## src/rtl/prescaled_countdown_timer.sv

```systemverilog
module prescaled_countdown_timer #(
  parameter int DATA_W = 32
) (
  input  logic              clk,
  input  logic              rst_n,
  input  logic              wr_en,
  input  logic [1:0]        addr,
  input  logic [DATA_W-1:0] wdata,
  output logic [DATA_W-1:0] rdata,
  output logic              running
);
  localparam logic [1:0] A_CTRL = 2'd0;
  localparam logic [1:0] A_STAT = 2'd1;
  localparam logic [1:0] A_PRE  = 2'd2;
  localparam logic [1:0] A_CNT  = 2'd3;
  localparam logic [DATA_W-1:0] ZERO = '0;
  localparam logic [DATA_W-1:0] ONE  = {{(DATA_W-1){1'b0}}, 1'b1};

  logic [DATA_W-1:0] pre_q, pre_cnt, cnt_q;
  logic run_q;

  wire ctrl_wr = wr_en && addr == A_CTRL;
  wire pre_wr  = wr_en && addr == A_PRE && !run_q;
  wire cnt_wr  = wr_en && addr == A_CNT && !run_q;
  wire tick    = run_q && pre_cnt == ZERO;

  always_ff @(posedge clk) begin
    if (!rst_n) begin
      run_q   <= 1'b0;
      pre_q   <= ZERO;
      pre_cnt <= ZERO;
      cnt_q   <= ZERO;
    end else begin
      if (pre_wr) pre_q <= wdata;
      if (cnt_wr) cnt_q <= wdata;
      if (!run_q) begin
        if (ctrl_wr) begin
          run_q   <= 1'b1;
          pre_cnt <= pre_q;
        end
      end else if (ctrl_wr) begin
        run_q <= 1'b0;
      end else if (cnt_q == ZERO) begin
        run_q <= 1'b0;
      end else if (tick) begin
        pre_cnt <= pre_q;
        cnt_q   <= cnt_q - ONE;
        if (cnt_q == ONE) run_q <= 1'b0;
      end else begin
        pre_cnt <= pre_cnt - ONE;
      end
    end
  end

  always_comb begin
    case (addr)
      A_STAT:  rdata = {{(DATA_W-1){1'b0}}, !run_q};
      A_PRE:   rdata = pre_q;
      A_CNT:   rdata = cnt_q;
      default: rdata = ZERO;
    endcase
  end

  assign running = run_q;
endmodule

```

## config.mk

```make
export PLATFORM = sky130hd
export DESIGN_NAME = prescaled_countdown_timer
export DESIGN_NICKNAME = d
export VERILOG_FILES = /design/src/rtl/prescaled_countdown_timer.sv
export SDC_FILE = /design/constraint.sdc
export NUM_CORES = 1
export LEC_CHECK = 0
export BUFFER_PORTS_ARGS = -buffer_cell sky130_fd_sc_hd__buf_4
export CAP_MARGIN = 15
export CORE_MARGIN = 10
export CORE_UTILIZATION = 35
export CTS_CLUSTER_DIAMETER = 30
export DETAILED_ROUTE_END_ITERATION = 8
export MAX_ROUTING_LAYER = met4
export PLACE_DENSITY_LB_ADDON = 0.05
export SYNTH_ARGS = -nofsm -noshare
export SYNTH_HDL_FRONTEND = slang
export SYNTH_SLANG_ARGS = --single-unit
```

## constraint.sdc

```tcl
create_clock -name clk -period 6.4 [get_ports clk]
set_input_delay 0.96 -clock clk [delete_from_list [all_inputs] [get_ports clk]]
set_output_delay 0.96 -clock clk [all_outputs]
set_load 0.02 [all_outputs]
```

==> results.cfg <==
[floorplanning]
initial_core_util_pct = 35.4
core_area_sq_mm = 0.0165
die_y_microns = 149
die_w_microns = 149
fp.dieArea_sq_mm = 0.0222
ios = 70
rows = 47

[route]
via_count = 5917
drt_first_pass_iters = 4
ant_nets = 0
drc = 0
wl_microns = 21300
drtIter0Drc = 512
wl_per_cell_microns = 21.1
drt-vias-per-instance = 5.86

[cells_and_area]
final_net_count = 825
final_common_cell = nand2_1
n_antenna_cell = 0
area_growth_pct = 16.1
n_fill_cell = 1767
final_cell_mix = nand2_1 (117), dfxtp_1 (97), a21oi_1 (85), buf_4 (78), nor2b_1 (34)
seq_area_sq_mm = 0.00194
multi_input_area_sq_mm = 0.00360
drive_gt1_share_pct = 16.3

[power_and_ir_drop]
worst_ir_drop_vdd_v = 0.000140
p_leak_nw = 2.44
p_per_area_mw_per_mm2 = 253

[timing]
maxSlewHeadroom_pct = 29.6
rsz0062_at_grt = false
tightest_slew_ns = 1.06
max_freq_mhz = 247
setup_viol = 0
fin_crit_ns = 4.05
finClkSkew_ns = 0.00655
layout_setup_ws_ns = 2.35
finalSetupTns_ns = 0
finalHoldViolCount = 0
final_max_slew_viol_count = 0
min_period_over_period_pct = 63.3

[setup_path]
crit_required_ns = 6.60
path_class = reg -> reg
cp_max_fo = 22
crit_path_end_kind = flip-flop
critPathArrivalTime_ns = 4.25
crit_path_start_kind = flip-flop

[clocking]
cts_tree = yes
cts_resized = 0
clk_pin_slew_ns = 0.07
max-clock-path-buffers = 2
clock_latency_ns = 0.36
cts_buffers = 9
ctsHoldBuffers = 0
postCtsSetupBuffers = 0
cts_root_buf = clkbuf_16
cts.sinks = 97
htreeDepth = 3

[grt]
grt_start_max_net_pins = 56
grtUsageTotal_pct = 19.4
grt_overflow = 0
grt_pass1_vias = 5656
grt_pass1_wl_microns = 33200
antenna_found_initial = 0

[logic_synthesis]
postSynthCellCount = 752
syn_area_sq_mm = 0.00583
syn-num-nets = 793
ys_ff_latch = 97
ys_seq_area_share_pct = 33.3
syn_area_per_cell_sq_um = 7.75
ys_warn_count = 0
ys_types = 72
synth_flop_cell = dfxtp_1
async_flop_share_pct = 0
synth_edf_count = 0

[placed_design]
gp_congestion = 0.899
detailed_place_hpwl_microns = 15500
port_buffers = 69
dp_slack_ns = 2.26

[hold_path]
hold_class = reg -> reg

[run]
maxCapViolCount = 0

[run_status]
outcome = complete, no violations
## per-stage QoR
step                power, mW  cell area [sq um]  utilization, %  hold WS [ns]  cells
global route             1.79               6760            41.1         0.493   1009
CTS                      1.72               6760            41.1         0.474   1009
detailed placement       1.15               6450            39.2         0.462    993
global placement         1.14               6450            39.2         0.457    993
floorplan                1.00               5830               -         0.446    752
finish                   1.71               6760            41.1         0.478   1009
## critical path, cell delays in order, from the launching register on
cell,delay (ns)
dfxtp_1,0.37
inv_1,0.12
ha_1,0.21
nor3b_1,0.69
nand4_1,0.27
o21ai_2,0.52
nand2_1,0.64
nand2_1,0.83
o21ai_0,0.21
## path summary, 6_finish.rpt
path                             startpoint           to  slack [ns]  cells past startpoint
worst max-delay path               cnt_q[0]   pre_cnt[1]        2.35                      8
worst min-delay path            pre_cnt[17]  pre_cnt[17]        0.48                      2
worst max register to register     cnt_q[0]   pre_cnt[1]        2.35                      8
worst min register to register  pre_cnt[17]  pre_cnt[17]        0.48                      2
## power breakdown
part           internal [mW]  switching, mW  leakage [nW]
combinational          0.164          0.304          1.50
sequential             0.632         0.0407         0.788
clock                  0.325          0.246         0.149
total                   1.12          0.590          2.44
## state kept, by name (all words and copies together), names as in the netlist
register and cells:
cnt_q 32, pre_cnt 32, pre_q 32, running 1
## logic make-up (layout without fill, tap and decap cells)
logic type                 after synthesis  after routing  share of synthesized area (%)
adders and majority gates                4              4                          0.859
AOI/OAI and AO/OA                      230            230                           25.7
DFF                                     97             97                           33.3
muxes                                   32             32                           5.50
buffers and inverters                   70            107                           5.00
and+or+nand+nor                        319            319                           29.6
## Yosys cell counts (4+ instances only)
cell	instances	area, sq um
nand2b_1	4	25.0
clkbuf_1	45	169
nor2_1	32	120
o311ai_0	7	61.3
nand3_1	26	130
a22oi_1	5	37.5
mux2i_1	32	320
nor4_1	20	125
a31oi_1	11	68.8
o31a_1	4	35.0
and2_1	4	25.0
a21oi_1	85	425
nor2b_1	34	213
nand4b_1	4	35.0
inv_1	12	45.0
or3_1	11	68.8
o21ai_0	31	155
a32oi_1	9	78.8
nor3_1	22	110
a211oi_1	7	52.6
ha_1	4	50.1
nand4_1	6	37.5
o22ai_1	12	75.1
and3_1	6	37.5
buf_2	8	40.0
dfxtp_1	97	1940
or4_4	6	67.6
o211ai_1	12	90.1
nand2_1	117	439
o21a_1	11	82.6
## cell type report
class	count	share of cell area, %
Clock inverter	4	0.759
Timing Repair Buffer	78	8.66
Clock buffer	12	3.79
Sequential cell	97	28.7
Tap cell	220	4.07
Inverter	13	0.722
Multi-Input combinational cell	585	53.3
## per-layer routing
layer  part of all wire [%]  GRT usage [%]  up-vias
met5                      0              -        -
met4                    1.4           5.00        0
met3                    4.7           3.22       22
met2                     46           28.9      172
met1                     48           26.7     2867
li1                       -              -     2856
Note: power is estimated with default switching activity, not from simulation.
